$ cat config.mk
export PLATFORM = sky130hd
export DESIGN_NAME = sar_ctl_core
export DESIGN_NICKNAME = d
export VERILOG_FILES = /design/src/rtl/sarc_pkg.sv /design/src/rtl/sarc_busif.sv /design/src/rtl/sarc_seq.sv /design/src/rtl/sarc_resbank.sv /design/src/rtl/sar_ctl_core.sv
export SDC_FILE = /design/constraint.sdc
export NUM_CORES = 1
export LEC_CHECK = 0
export ABC_CLOCK_PERIOD_IN_PS = 1900
export BUFFER_PORTS_ARGS = -buffer_cell sky130_fd_sc_hd__buf_2
export CAP_MARGIN = 20
export CORE_MARGIN = 1
export CORE_UTILIZATION = 35
export DETAILED_ROUTE_END_ITERATION = 10
export HOLD_SLACK_MARGIN = 0.1
export PLACE_DENSITY_LB_ADDON = 0.1
export SETUP_SLACK_MARGIN = 0.4
export SYNTH_ARGS = -nofsm -noshare
export SYNTH_HDL_FRONTEND = slang
export SYNTH_HIERARCHICAL = 1
export SYNTH_SLANG_ARGS = --single-unit
$ cat constraint.sdc
create_clock -name clk -period 1.9 [get_ports clk]
set_input_delay 0.095 -clock clk [delete_from_list [all_inputs] [get_ports clk]]
set_output_delay 0.095 -clock clk [all_outputs]
set_load 0.02 [all_outputs]
$ cat src/rtl/sarc_pkg.sv
// Shared constants and types for the SAR control core.
// Assumes the configuration word is always 10 bits; field positions are fixed
// because the sequencer and channel mux decode them directly.
package sarc_pkg;
    localparam int CFG_W    = 10;
    localparam int CH_FLD_W = 3;
    localparam int B_CHA    = 0;   // first channel field
    localparam int B_CHB    = 3;   // second channel field
    localparam int B_DUAL   = 6;   // 1: two conversions
    localparam int B_HALF   = 7;   // 1: convert reference level
    localparam int B_PD     = 8;   // 1: power-down, no start
    localparam int B_INT    = 9;   // 1: status pin as interrupt

    typedef enum logic [1:0] {
        SEQ_IDLE = 2'd0,
        SEQ_ACQ  = 2'd1,
        SEQ_CONV = 2'd2
    } seq_state_e;
endpackage

$ cat src/rtl/sarc_busif.sv
// Bus front end: samples the strobes on the converter clock, derives edge
// events and holds the write-only configuration register.
// Assumes strobes are already synchronous to clk and change away from its edge.
module sarc_busif
    import sarc_pkg::*;
(
    input  logic             clk,
    input  logic             rst_n,
    input  logic             cs_n,
    input  logic             wr_n,
    input  logic             rd_n,
    input  logic [CFG_W-1:0] din,
    output logic [CFG_W-1:0] cfg,
    output logic             start,
    output logic             wr_fall,
    output logic             rd_fall,
    output logic             rd_end,
    output logic             rd_act
);
    logic wr_q;
    logic rd_q;
    logic rd_act_q;
    logic wr_rise;
    logic sel;

    assign sel     = !cs_n;
    assign rd_act  = sel && !rd_n;
    assign wr_fall = sel && !wr_n && wr_q;
    assign wr_rise = sel && wr_n && !wr_q;
    assign rd_fall = sel && !rd_n && rd_q;
    assign rd_end  = rd_act_q && !rd_act;
    assign start   = wr_rise && !din[B_PD];

    // Track previous strobe levels and latch the configuration on a write.
    always_ff @(posedge clk) begin
        if (!rst_n) begin
            wr_q     <= 1'b1;
            rd_q     <= 1'b1;
            rd_act_q <= 1'b0;
            cfg      <= '0;
        end else begin
            wr_q     <= wr_n;
            rd_q     <= rd_n;
            rd_act_q <= rd_act;
            if (wr_rise) begin
                cfg <= din;
            end
        end
    end
endmodule

$ cat src/rtl/sarc_seq.sv
// Conversion sequencer and successive-approximation register.
// Runs acquisition, a hold cycle, settling and one bit decision per scheduled
// step; chains a second conversion when dual mode is set.
// Assumes start and abort never coincide.
module sarc_seq
    import sarc_pkg::*;
#(
    parameter int RES_W   = 10,
    parameter int ACQ_CYC = 4,
    parameter int SETTLE  = 2
) (
    input  logic             clk,
    input  logic             rst_n,
    input  logic             start,
    input  logic             abort,
    input  logic             dual,
    input  logic             comp,
    output logic             hold,
    output logic             pass2,
    output logic             active,
    output logic [RES_W-1:0] trial,
    output logic             res_wr,
    output logic             res_sel,
    output logic [RES_W-1:0] res_data,
    output logic             pair_done
);
    localparam int LAST_DEC  = SETTLE + RES_W;
    localparam int LAST_STEP = LAST_DEC + 1;
    localparam int STEP_W    = $clog2(LAST_STEP + 1);
    localparam int ACQ_W     = $clog2(ACQ_CYC + 1);
    localparam logic [RES_W-1:0] ONE = {{(RES_W-1){1'b0}}, 1'b1};

    seq_state_e       state;
    logic [ACQ_W-1:0] acq_cnt;
    logic [STEP_W-1:0] step;
    logic             pass2_q;
    logic [RES_W-1:0] ob;
    logic             in_conv;
    logic             decide;
    int               st;
    int               bit_k;

    assign in_conv = (state == SEQ_CONV);

    // Map the current step to the bit under test and whether it is decided now.
    always_comb begin
        st     = int'(step);
        decide = 1'b0;
        bit_k  = 0;
        if (st <= SETTLE) begin
            bit_k  = RES_W - 1;
            decide = (st == SETTLE);
        end else if (st <= SETTLE + 2) begin
            bit_k  = RES_W - 2;
            decide = (st == SETTLE + 2);
        end else if (st <= LAST_DEC) begin
            bit_k  = LAST_DEC - st;
            decide = 1'b1;
        end
    end

    assign trial     = (in_conv && st <= LAST_DEC) ? (ob | (ONE << bit_k)) : ob;
    assign res_wr    = in_conv && (st == LAST_STEP);
    assign res_sel   = pass2_q;
    assign res_data  = {~ob[RES_W-1], ob[RES_W-2:0]};
    assign pair_done = res_wr && (!dual || pass2_q);
    assign hold      = in_conv && (step == '0) && !pass2_q;
    assign active    = (state != SEQ_IDLE);
    assign pass2     = pass2_q;

    // Advance acquisition, settling and bit decisions; handle abort and restart.
    always_ff @(posedge clk) begin
        if (!rst_n) begin
            state   <= SEQ_IDLE;
            acq_cnt <= '0;
            step    <= '0;
            pass2_q <= 1'b0;
            ob      <= '0;
        end else if (abort) begin
            state   <= SEQ_IDLE;
            step    <= '0;
            pass2_q <= 1'b0;
            ob      <= '0;
        end else if (start) begin
            state   <= SEQ_ACQ;
            acq_cnt <= '0;
            step    <= '0;
            pass2_q <= 1'b0;
            ob      <= '0;
        end else begin
            case (state)
                SEQ_ACQ: begin
                    if (acq_cnt == ACQ_W'(ACQ_CYC - 1)) begin
                        state <= SEQ_CONV;
                        step  <= '0;
                    end else begin
                        acq_cnt <= acq_cnt + 1'b1;
                    end
                end
                SEQ_CONV: begin
                    if (decide) begin
                        ob[bit_k] <= comp;
                    end
                    if (res_wr) begin
                        ob   <= '0;
                        step <= '0;
                        if (dual && !pass2_q) begin
                            pass2_q <= 1'b1;
                        end else begin
                            state   <= SEQ_IDLE;
                            pass2_q <= 1'b0;
                        end
                    end else begin
                        step <= step + 1'b1;
                    end
                end
                default: ;
            endcase
        end
    end
endmodule

$ cat src/rtl/sarc_resbank.sv
// Two result registers and the alternating read pointer.
// Assumes the pointer only matters in dual mode; a start rewinds it.
module sarc_resbank #(
    parameter int RES_W = 10
) (
    input  logic             clk,
    input  logic             rst_n,
    input  logic             wr_en,
    input  logic             wr_sel,
    input  logic [RES_W-1:0] wdata,
    input  logic             clr_ptr,
    input  logic             adv_ptr,
    input  logic             dual,
    output logic [RES_W-1:0] res1,
    output logic [RES_W-1:0] res2,
    output logic             rd_sel
);
    localparam int SLOTS = 2;

    logic [RES_W-1:0] slot [SLOTS];
    logic             ptr;

    for (genvar g = 0; g < SLOTS; g++) begin : g_slot
        // Store a finished code into the slot chosen by the sequencer.
        always_ff @(posedge clk) begin
            if (!rst_n) begin
                slot[g] <= '0;
            end else if (wr_en && (int'(wr_sel) == g)) begin
                slot[g] <= wdata;
            end
        end
    end

    // Rewind on a start, step to the other slot after each dual-mode read.
    always_ff @(posedge clk) begin
        if (!rst_n) begin
            ptr <= 1'b0;
        end else if (clr_ptr) begin
            ptr <= 1'b0;
        end else if (adv_ptr && dual) begin
            ptr <= ~ptr;
        end
    end

    assign res1   = slot[0];
    assign res2   = slot[1];
    assign rd_sel = dual && ptr;
endmodule

$ cat src/rtl/sar_ctl_core.sv
// Top of the SAR converter control core: bus front end, sequencer, result
// bank, channel select and the two-mode status pin.
// Assumes bus strobes are synchronous to the converter clock.
module sar_ctl_core
    import sarc_pkg::*;
#(
    parameter int RES_W   = 10,
    parameter int NUM_CH  = 8,
    parameter int ACQ_CYC = 4,
    parameter int SETTLE  = 2,
    localparam int CH_W   = (NUM_CH > 1) ? $clog2(NUM_CH) : 1
) (
    input  logic             clk,
    input  logic             rst_n,
    input  logic             cs_n,
    input  logic             wr_n,
    input  logic             rd_n,
    input  logic [CFG_W-1:0] din,
    output logic [RES_W-1:0] dout,
    output logic             dout_oe,
    output logic             stat_n,
    output logic [CH_W-1:0]  chan_sel,
    output logic             ref_sel,
    output logic             hold,
    output logic [RES_W-1:0] trial_code,
    input  logic             comp
);
    logic [CFG_W-1:0] cfg_q;
    logic             start;
    logic             wr_fall;
    logic             rd_fall;
    logic             rd_end;
    logic             rd_act;
    logic             pass2;
    logic             seq_active;
    logic             res_wr;
    logic             res_sel;
    logic [RES_W-1:0] res_data;
    logic             pair_done;
    logic [RES_W-1:0] res1;
    logic [RES_W-1:0] res2;
    logic             rd_sel;
    logic             int_flag;
    logic             int_mode;
    logic             dual;
    logic [CH_W-1:0]  ch_a;
    logic [CH_W-1:0]  ch_b;

    sarc_busif i_busif (
        .clk     (clk),
        .rst_n   (rst_n),
        .cs_n    (cs_n),
        .wr_n    (wr_n),
        .rd_n    (rd_n),
        .din     (din),
        .cfg     (cfg_q),
        .start   (start),
        .wr_fall (wr_fall),
        .rd_fall (rd_fall),
        .rd_end  (rd_end),
        .rd_act  (rd_act)
    );

    assign dual     = cfg_q[B_DUAL];
    assign int_mode = cfg_q[B_INT];

    sarc_seq #(
        .RES_W   (RES_W),
        .ACQ_CYC (ACQ_CYC),
        .SETTLE  (SETTLE)
    ) i_seq (
        .clk       (clk),
        .rst_n     (rst_n),
        .start     (start),
        .abort     (wr_fall || rd_fall),
        .dual      (dual),
        .comp      (comp),
        .hold      (hold),
        .pass2     (pass2),
        .active    (seq_active),
        .trial     (trial_code),
        .res_wr    (res_wr),
        .res_sel   (res_sel),
        .res_data  (res_data),
        .pair_done (pair_done)
    );

    sarc_resbank #(
        .RES_W (RES_W)
    ) i_bank (
        .clk     (clk),
        .rst_n   (rst_n),
        .wr_en   (res_wr),
        .wr_sel  (res_sel),
        .wdata   (res_data),
        .clr_ptr (start),
        .adv_ptr (rd_end),
        .dual    (dual),
        .res1    (res1),
        .res2    (res2),
        .rd_sel  (rd_sel)
    );

    // Wrap both channel fields into the supported channel count.
    always_comb begin
        ch_a = CH_W'(int'(cfg_q[B_CHA +: CH_FLD_W]) % NUM_CH);
        ch_b = CH_W'(int'(cfg_q[B_CHB +: CH_FLD_W]) % NUM_CH);
    end

    assign chan_sel = pass2 ? ch_b : ch_a;
    assign ref_sel  = cfg_q[B_HALF];
    assign dout     = rd_sel ? res2 : res1;
    assign dout_oe  = rd_act;

    // Interrupt flag: set when a conversion or pair completes, cleared by a strobe fall.
    always_ff @(posedge clk) begin
        if (!rst_n) begin
            int_flag <= 1'b0;
        end else if (wr_fall || rd_fall) begin
            int_flag <= 1'b0;
        end else if (pair_done) begin
            int_flag <= 1'b1;
        end
    end

    assign stat_n = int_mode ? !int_flag : !seq_active;
endmodule

==> results.json, run 1 <==
{
  "fin_cells": 521,
  "drt_wl_total_mm": 7.718,
  "grt_first_pass_wirelength_mm": 11.28,
  "ant_nets": 0,
  "num_antenna_cells": 0,
  "syn_nets": 340,
  "final_core_util_pct": 56.78,
  "crit_fanout": 5,
  "pwr-share-comb_pct": 10.6,
  "max_slew_margin_pct": 66.55,
  "layout_setup_ws_ns": -0.09626,
  "grt_max_degree": 40,
  "antenna_found_initial": 0,
  "die_h_um": 95.03,
  "viasPerCell": 5.012,
  "end_kind": "primary output",
  "p_per_area_nw_per_um2": 444.5,
  "drive_gt1_share_pct": 54.81,
  "p_switching_w": 0.0005052,
  "gp_congestion": 0.7942,
  "drv_cap": 0,
  "die_width_um": 95.03,
  "cts_buffer_depth": 2,
  "crit_path_max_incr_delay_ns": 0.38,
  "power.ir.vdd_worst_mv": 0.2360,
  "power_frac_seq_pct": 58.3,
  "power.internal_w": 0.001589,
  "fmax_mhz": 500.9,
  "hp-class": "in2reg",
  "grt_use_total_pct": 15.88,
  "yosysWarnings": 6,
  "post-route-min-period_ns": 1.996,
  "rsz0062_at_grt": "true",
  "crit_buf_inv": 3,
  "wl_per_cell_um": 14.81,
  "nNetsFinal": 437,
  "p_sw_share_pct": 24.12,
  "cp_top_family": "compound AO/OA/AOI/OAI gates",
  "insertion_delay_ns": 0.31,
  "first_global_vias": 2329,
  "setup_viol": 7,
  "tightest_slew_ns": 0.5018,
  "netlist_instances": 318,
  "worst_ep_arrival_time_ns": 1.90,
  "globalRouteOverflowTotal": 0,
  "die_area_um2": 9031,
  "avgSynthCellArea_um2": 9.526,
  "outcome": "finished, violations left",
  "start_util_pct": 36.50,
  "clockPowerShare_pct": 31.1,
  "path_class": "reg2out",
  "syn2layout_area_growth_pct": 55.56,
  "finalCritPeriodShare_pct": 105.1,
  "cts-root-buf": "clkbuf_8",
  "drc": 0,
  "postPlaceCellArea_um2": 3446,
  "cts.sinks": 54,
  "critical_path_required_ns": 1.80,
  "finalInstanceArea_um2": 4712,
  "vias": 2611,
  "power_leakage_nw": 1.780,
  "cts_tree": "yes",
  "critPathMostFrequentCell": "buf_6",
  "drv_slew": 0,
  "rows": 33,
  "numCtsBuffers": 5,
  "ios": 43,
  "drt_iter0_drc": 159,
  "dpl.hpwl_mm": 4.712,
  "post-place-cells": 459,
  "syn_area_um2": 3029,
  "portBuffers": 42,
  "slowest_stage": "dfxtp_4",
  "first_pass_iters": 4,
  "core_area_um2": 8299,
  "htreeDepth": 2,
  "p_total_w": 0.002094,
  "violations": "setup timing",
  "fin_worst_skew_ns": 0.009512,
  "critPathLaunchType": "flip-flop",
  "clk_pin_slew_worst_paths_ns": 0.10,
  "hold_viol_final": 0,
  "cp_cell_sequence": "inv_6, ha_4, nor2b_4, a221o_1, buf_6, a21oi_4, a21o_1, buf_6"
}
[placed cells by master, fill, tap and decap left out, types with 4 or more instances in the layout]
cell / instances
nor2_4: 21
clkbuf_8: 5
nand3b_1: 5
mux2i_1: 11
buf_4: 41
ha_4: 4
dfxtp_2: 5
nor3_4: 4
a31oi_1: 4
mux2_4: 11
dfxtp_1: 24
inv_1: 6
nand2_1: 44
nand2_2: 5
nand3_1: 6
dfxtp_4: 5
nor2_1: 7
o21bai_4: 5
nand2b_1: 4
o21ai_2: 6
buf_6: 36
edfxtp_1: 20
dlygate4sd3_1: 11
o21ai_1: 10
buf_2: 22
a21oi_2: 5
a21oi_1: 5
[metal layers]
metal | vias to the layer above | global-route usage [%] | part of all wire (%)
met3 | 8 | 2.552 | 2.9
met5 | - | 0 | 0
met1 | 1260 | 21.67 | 45
li1 | 1297 | - | -
met2 | 46 | 26.20 | 51
met4 | 0 | 3.914 | 1.0
[worst register-to-register path, cell delays in order, from the launching register on]
cell and delay, ns:
dfxtp_4 0.38, inv_6 0.07, ha_4 0.16, nor2b_4 0.06
a221o_1 0.38, buf_6 0.15, a21oi_4 0.12, buf_4 0.13
o22ai_1 0.07, a22o_1 0.19
[registers in the layout, indices dropped and copies added, names as in the netlist, 2 cells and up]
register       count
i_seq/step         4
i_busif/cfg        9
i_bank/slot       20
i_seq/state        2
i_seq/acq_cnt      3
i_seq/ob          10
[final cells by class]
| cell class | instances | area (µm²) |
|---|---|---|
| sequential | 54 | 1306 |
| inverter | 8 | 37.54 |
| timing repair buffer | 115 | 1023 |
| clock buffer | 6 | 72.57 |
| multi-input combinational | 231 | 2127 |
| tap | 105 | 131.4 |
| clock inverter | 2 | 13.76 |
| fill | 737 | 3587 |
[stage by stage]
step           setup slack (ns)  setup TNS, ns  hold slack (ns)
2_1_floorplan            0.1550              0           0.1680
3_3_place_gp             0.1572              0           0.3079
3_5_place_dp             0.1113              0           0.3013
4_1_cts                -0.07996        -0.2046           0.1247
5_1_grt                 -0.1707         -1.025           0.1237
6_report               -0.09626        -0.2650           0.1235
[what timing repair did]
| item | CTS | global route |
|---|---|---|
| pin swaps | 19 | 24 |
| hold endpoints to repair | 11 | 0 |
| cloned | 1 | 1 |
| buffers inserted | 15 | 26 |
| gates resized for setup | 79 | 107 |
| setup endpoints to repair | 80 | 78 |
| hold buffers | 11 | 0 |
[final timing paths]
path	depth (start not counted)	slack (ns)	endpoint	start
worst max-delay path	8	-0.1	trial_code[1]	i_seq/step[0]$_SDFFE_PP0P_
worst max register to register	9	0.10	i_seq/ob[1]$_SDFFE_PP0P_	i_seq/step[0]$_SDFFE_PP0P_
worst min-delay path	3	0.12	i_busif/rd_act_q$_SDFF_PN0_	rd_n
worst min register to register	2	0.46	i_busif/cfg[7]$_SDFFE_PN0P_	i_busif/cfg[7]$_SDFFE_PN0P_
[power by group through the flow]
stage | clock network (W) | registers (W) | logic, W
2_1_floorplan | 0 | 0.00125 | 0.0000950
3_3_place_gp | 0 | 0.00125 | 0.000146
3_5_place_dp | 0 | 0.00125 | 0.000147
4_1_cts | 0.000675 | 0.00123 | 0.000190
5_1_grt | 0.000730 | 0.00122 | 0.000240
6_report | 0.000652 | 0.00122 | 0.000222
(Power assumes the default switching activity.)
==> run 2: changes to the inputs <==
--- a/config.mk
+++ b/config.mk
@@ -6,7 +6,7 @@
 export NUM_CORES = 1
 export LEC_CHECK = 0
 export ABC_CLOCK_PERIOD_IN_PS = 1900
-export BUFFER_PORTS_ARGS = -buffer_cell sky130_fd_sc_hd__buf_2
+export BUFFER_PORTS_ARGS = -buffer_cell sky130_fd_sc_hd__buf_4
 export CAP_MARGIN = 20
 export CORE_MARGIN = 1
 export CORE_UTILIZATION = 35
==> run 2 against run 1 <==
Non-clock buffer count is the same. Critical endpoint unchanged. Global-route usage grew 0.68 points. Register-to-register slack lost 0.11 ns. Clock skew shrank 0.0022 ns. Routed wire length shrank 6.3%. The run still ends with setup timing left. Largest cell class unchanged. Die area is the same. Largest power group unchanged. Sequential share of layout area grew 1.0 points.
==> results.json, run 2 (same netlist as run 1, synthesis figures left out) <==
{
  "drv_slew": 0,
  "cts.sinks": 54,
  "grt_first_pass_wirelength_mm": 11.65,
  "cts-root-buf": "clkbuf_8",
  "drive_gt1_share_pct": 51.20,
  "outcome": "finished, violations left",
  "end_kind": "primary output",
  "violations": "setup timing",
  "post-route-min-period_ns": 1.969,
  "gp_congestion": 0.7977,
  "first_pass_iters": 4,
  "critical_path_required_ns": 1.80,
  "regMostFlops": "i_bank/slot",
  "die_area_um2": 9031,
  "globalRouteOverflowTotal": 0,
  "clk_pin_slew_worst_paths_ns": 0.10,
  "ant_nets": 0,
  "hold_viol_final": 0,
  "cp_top_family": "compound AO/OA/AOI/OAI gates",
  "tightest_slew_ns": 0.4617,
  "first_global_vias": 2406,
  "drc": 0,
  "crit_buf_inv": 2,
  "setup_tns_ns": -0.2291,
  "mostFrequentLayoutCells": "buf_4 (73), nand2_1 (41), buf_6 (30)",
  "drt_iter0_drc": 85,
  "numCtsBuffers": 5,
  "path_class": "reg2out",
  "drt_wl_total_mm": 7.231,
  "start_util_pct": 36.50,
  "grt_max_degree": 42,
  "portBuffers": 42,
  "num_antenna_cells": 0,
  "reg2reg_depth": 9,
  "cp_num_cells": 6,
  "crit_fanout": 11,
  "final_core_util_pct": 54.30,
  "max_slew_margin_pct": 69.22,
  "p_per_area_nw_per_um2": 491.2,
  "antenna_found_initial": 0,
  "fin_worst_skew_ns": 0.007279,
  "hold_path_depth": 3,
  "die_width_um": 95.03,
  "nNetsFinal": 437,
  "cp_cell_sequence": "buf_6, o21ba_1, a221o_2, a21oi_4, a21o_1, buf_6",
  "viasPerCell": 4.904,
  "htreeDepth": 2,
  "slowest_stage": "dfxtp_2",
  "rows": 33,
  "hp-class": "in2reg",
  "final_common_cell": "buf_4",
  "largest_reg_flops": 20,
  "vias": 2555,
  "pre_cts_slack_ns": 0.07288,
  "drv_cap": 0,
  "syn2layout_area_growth_pct": 48.78,
  "timing.hold.ws_ns": 0.1266,
  "insertion_delay_ns": 0.31,
  "layout_setup_ws_ns": -0.06909,
  "power.ir.vdd_worst_mv": 0.3189,
  "wl_per_cell_um": 13.88,
  "setup_viol": 8,
  "critPathLaunchType": "flip-flop",
  "cts_buffer_depth": 2,
  "die_h_um": 95.03,
  "grt_use_total_pct": 16.57,
  "core_area_um2": 8299,
  "cts_tree": "yes",
  "dpl.hpwl_mm": 4.706,
  "rsz0062_at_grt": "true",
  "crit_path_max_incr_delay_ns": 0.38,
  "finalCritPeriodShare_pct": 103.6,
  "ios": 43,
  "critPathMostFrequentCell": "buf_6",
  "fmax_mhz": 507.8,
  "worst_ep_arrival_time_ns": 1.87,
  "reg_top3": "i_bank/slot: 20 flops, i_seq/ob: 10 flops, i_busif/cfg: 9 flops",
  "power_leakage_nw": 1.746
}
[run 2: repair_timing]
action | CTS | global route
hold buffers | 11 | 0
setup buffers | 28 | 14
pin swaps | 24 | 16
setup endpoints to repair | 80 | 78
gates cloned | 2 | 0
endpoints found under the hold margin | 11 | 0
resized for setup | 76 | 29
[run 2: final timing paths]
kind	to	from	slack, ns
setup / recovery	trial_code[1]	i_seq/step[0]$_SDFFE_PP0P_	-0.07
setup reg to reg	i_seq/ob[3]$_SDFFE_PP0P_	i_seq/step[0]$_SDFFE_PP0P_	-0.01
hold / removal	i_busif/rd_act_q$_SDFF_PN0_	rd_n	0.13
hold reg to reg	i_busif/cfg[4]$_SDFFE_PN0P_	i_busif/cfg[4]$_SDFFE_PN0P_	0.46
[run 2: report_power, final]
group          internal [W]  switching, W
sequential          0.00122    0.00000786
clock              0.000390      0.000373
combinational      0.000123      0.000102
total               0.00173      0.000483
[run 2: cell type report]
| type | count | area [µm²] |
|---|---|---|
| fill | 731 | 3792 |
| multi-input combinational | 231 | 1927 |
| sequential | 54 | 1296 |
| timing repair buffer | 115 | 1011 |
| tap | 105 | 131.4 |
| clock buffer | 6 | 72.57 |
| inverter | 8 | 35.03 |
| clock inverter | 2 | 33.78 |
[run 2: through the flow]
| stage | power, W | cells | instance area, µm² |
|---|---|---|---|
| finish | 0.002214 | 521 | 4507 |
| floorplan | 0.001347 | 318 | 3169 |
| detailed placement | 0.001412 | 458 | 3543 |
| global route | 0.002293 | 521 | 4507 |
| global placement | 0.001412 | 458 | 3543 |
| CTS | 0.002225 | 507 | 4280 |
[run 2: worst min-delay path, cell delays in order]
cell	delay (ns)
buf_4	0.08
nor2_1	0.06
and2_1	0.15
[run 2: layer usage]
layer  wire length, µm  track usage [%]
met3               241            3.349
met1              3329            21.69
met2              3523            27.22
met4               138            5.556
met5                 0                0
==> run 3: changes to the inputs <==
--- a/config.mk
+++ b/config.mk
@@ -10,6 +10,7 @@
 export CAP_MARGIN = 20
 export CORE_MARGIN = 1
 export CORE_UTILIZATION = 35
+export CTS_BUF_LIST = sky130_fd_sc_hd__clkbuf_16
 export DETAILED_ROUTE_END_ITERATION = 10
 export HOLD_SLACK_MARGIN = 0.1
 export PLACE_DENSITY_LB_ADDON = 0.1
==> run 3 against run 2 <==
The run still ends with setup timing left. Sequential power hardly changed. Combinational power grew 5%. Sequential share of layout area down 0.40 points. Critical path depth is 2 higher. Flip-flop and latch count unchanged.
==> results.json, run 3 (same netlist as run 1, synthesis figures left out) <==
{
  "timing.hold.ws_ns": 0.1489,
  "tightest_slew_ns": 0.4641,
  "start_util_pct": 36.50,
  "drv_cap": 0,
  "antenna_found_initial": 0,
  "rsz0062_at_grt": "true",
  "grt_first_pass_wirelength_mm": 11.57,
  "largest_reg_flops": 20,
  "ant_nets": 0,
  "p_per_area_nw_per_um2": 542.1,
  "cts_tree": "yes",
  "p_sw_share_pct": 20.78,
  "hp-class": "in2reg",
  "wl_per_cell_um": 13.90,
  "hold_path_depth": 3,
  "cts-root-buf": "clkbuf_16",
  "nFillCells": 713,
  "first_pass_iters": 4,
  "reg2reg_to": "i_seq/ob[3]$_SDFFE_PP0P_",
  "worstSetupStartpoint": "i_seq/step[0]$_SDFFE_PP0P_",
  "post-route-min-period_ns": 1.951,
  "fin_worst_skew_ns": 0.006488,
  "p_switching_w": 0.0005149,
  "reg_top3": "i_bank/slot: 20 flops, i_seq/ob: 10 flops, i_busif/cfg: 9 flops",
  "post-place-cells": 458,
  "worst_ep_arrival_time_ns": 1.86,
  "critical_path_required_ns": 1.80,
  "nNetsFinal": 437,
  "drt_iter0_drc": 79,
  "clk_pin_slew_worst_paths_ns": 0.07,
  "rrSetupSlack_ns": 0.10,
  "viasPerCell": 4.939,
  "outcome": "finished, violations left",
  "finalCritPeriodShare_pct": 102.7,
  "num_antenna_cells": 0,
  "reg2reg_depth": 9,
  "drc": 0,
  "vias": 2573,
  "r2r_start": "i_seq/step[0]$_SDFFE_PP0P_",
  "htreeDepth": 2,
  "drv_slew": 0,
  "layout_setup_ws_ns": -0.05119,
  "grt_use_total_pct": 16.38,
  "pwr-share-comb_pct": 9.6,
  "power_frac_seq_pct": 49.5,
  "hp-start": "rd_n",
  "pre_cts_slack_ns": 0.07288,
  "core_area_um2": 8299,
  "portBuffers": 42,
  "die_width_um": 95.03,
  "fin_cells": 521,
  "final_common_cell": "buf_4",
  "first_global_vias": 2355,
  "regMostFlops": "i_bank/slot",
  "rows": 33,
  "power.ir.vdd_worst_mv": 0.3194,
  "end_kind": "primary output",
  "cts.sinks": 54,
  "critPathLaunchType": "flip-flop",
  "power.internal_w": 0.001963,
  "drt_wl_total_mm": 7.240,
  "setup_viol": 5,
  "violations": "setup timing",
  "ios": 43,
  "cts_buffer_depth": 2,
  "power_leakage_nw": 1.785,
  "dpl.hpwl_mm": 4.706,
  "insertion_delay_ns": 0.29,
  "clockPowerShare_pct": 41.0,
  "die_h_um": 95.03,
  "worstHoldEndpoint": "i_busif/rd_act_q$_SDFF_PN0_",
  "path_class": "reg2out",
  "drive_gt1_share_pct": 50.24,
  "gp_congestion": 0.7977,
  "syn2layout_area_growth_pct": 50.89,
  "fmax_mhz": 512.5,
  "die_area_um2": 9031,
  "globalRouteOverflowTotal": 0,
  "hold_viol_final": 0,
  "numCtsBuffers": 5,
  "crit_fanout": 6,
  "mostFrequentLayoutCells": "buf_4 (69), nand2_1 (41), buf_6 (34)",
  "grt_max_degree": 42,
  "max_slew_margin_pct": 69.06
}
run 3: area by class of cell:
cell class                 instances  area, µm²  share of cell area, %
clock buffer                       5      125.1                  2.737
multi-input combinational        231       1919                  41.99
timing repair buffer             115       1026                  22.45
sequential                        54       1296                  28.36
inverter                           8      35.03                 0.7665
tap                              105      131.4                  2.874
clock inverter                     3      37.54                 0.8212
run 3: worst max path at each step:
stage | end
floorplan | i_seq/ob[1]$_SDFFE_PP0P_
global placement | trial_code[8]
detailed placement | i_seq/ob[2]$_SDFFE_PP0P_
CTS | trial_code[4]
global route | trial_code[5]
finish | trial_code[5]
run 3: repair_timing:
item | CTS | global route
setup endpoints to repair | 77 | 81
hold endpoints to repair | 11 | 0
hold buffers | 11 | 0
buffers inserted | 28 | 14
pin swaps | 26 | 24
cloned | 2 | 0
gates resized for setup | 64 | 42
run 3: power by group through the flow:
stage               Combinational (W)  Clock (W)  Sequential (W)
floorplan                   0.0000950          0         0.00125
global placement             0.000159          0         0.00125
detailed placement           0.000158          0         0.00125
CTS                          0.000212    0.00104         0.00123
global route                 0.000256    0.00107         0.00123
finish                       0.000237    0.00101         0.00123
run 3: routing by layer:
metal	vias to the layer above	track usage, %	wire length (µm)
li1	1299	-	-
met4	0	4.419	63
met1	1225	22.23	3360
met5	-	0	0
met3	6	3.190	224
met2	43	26.56	3592
run 3: metrics by stage:
stage / util (%) / setup TNS (ns) / instance area (µm²) / total power [W]
6_report: 55.07 / -0.1960 / 4571 / 0.002478
3_5_place_dp: 42.70 / 0 / 3543 / 0.001412
4_1_cts: 51.77 / -0.05566 / 4297 / 0.002481
2_1_floorplan: - / 0 / 3169 / 0.001347
5_1_grt: 55.07 / -0.7228 / 4571 / 0.002557
3_3_place_gp: 42.70 / 0 / 3543 / 0.001412
run 3: critical path: stages, from the launching register on:
cell and delay [ns]:
dfxtp_2 0.34, inv_4 0.08, ha_4 0.18, nor2b_4 0.06, a221oi_2 0.30, buf_4 0.20, and2_4 0.15, a21o_1 0.12
buf_6 0.11
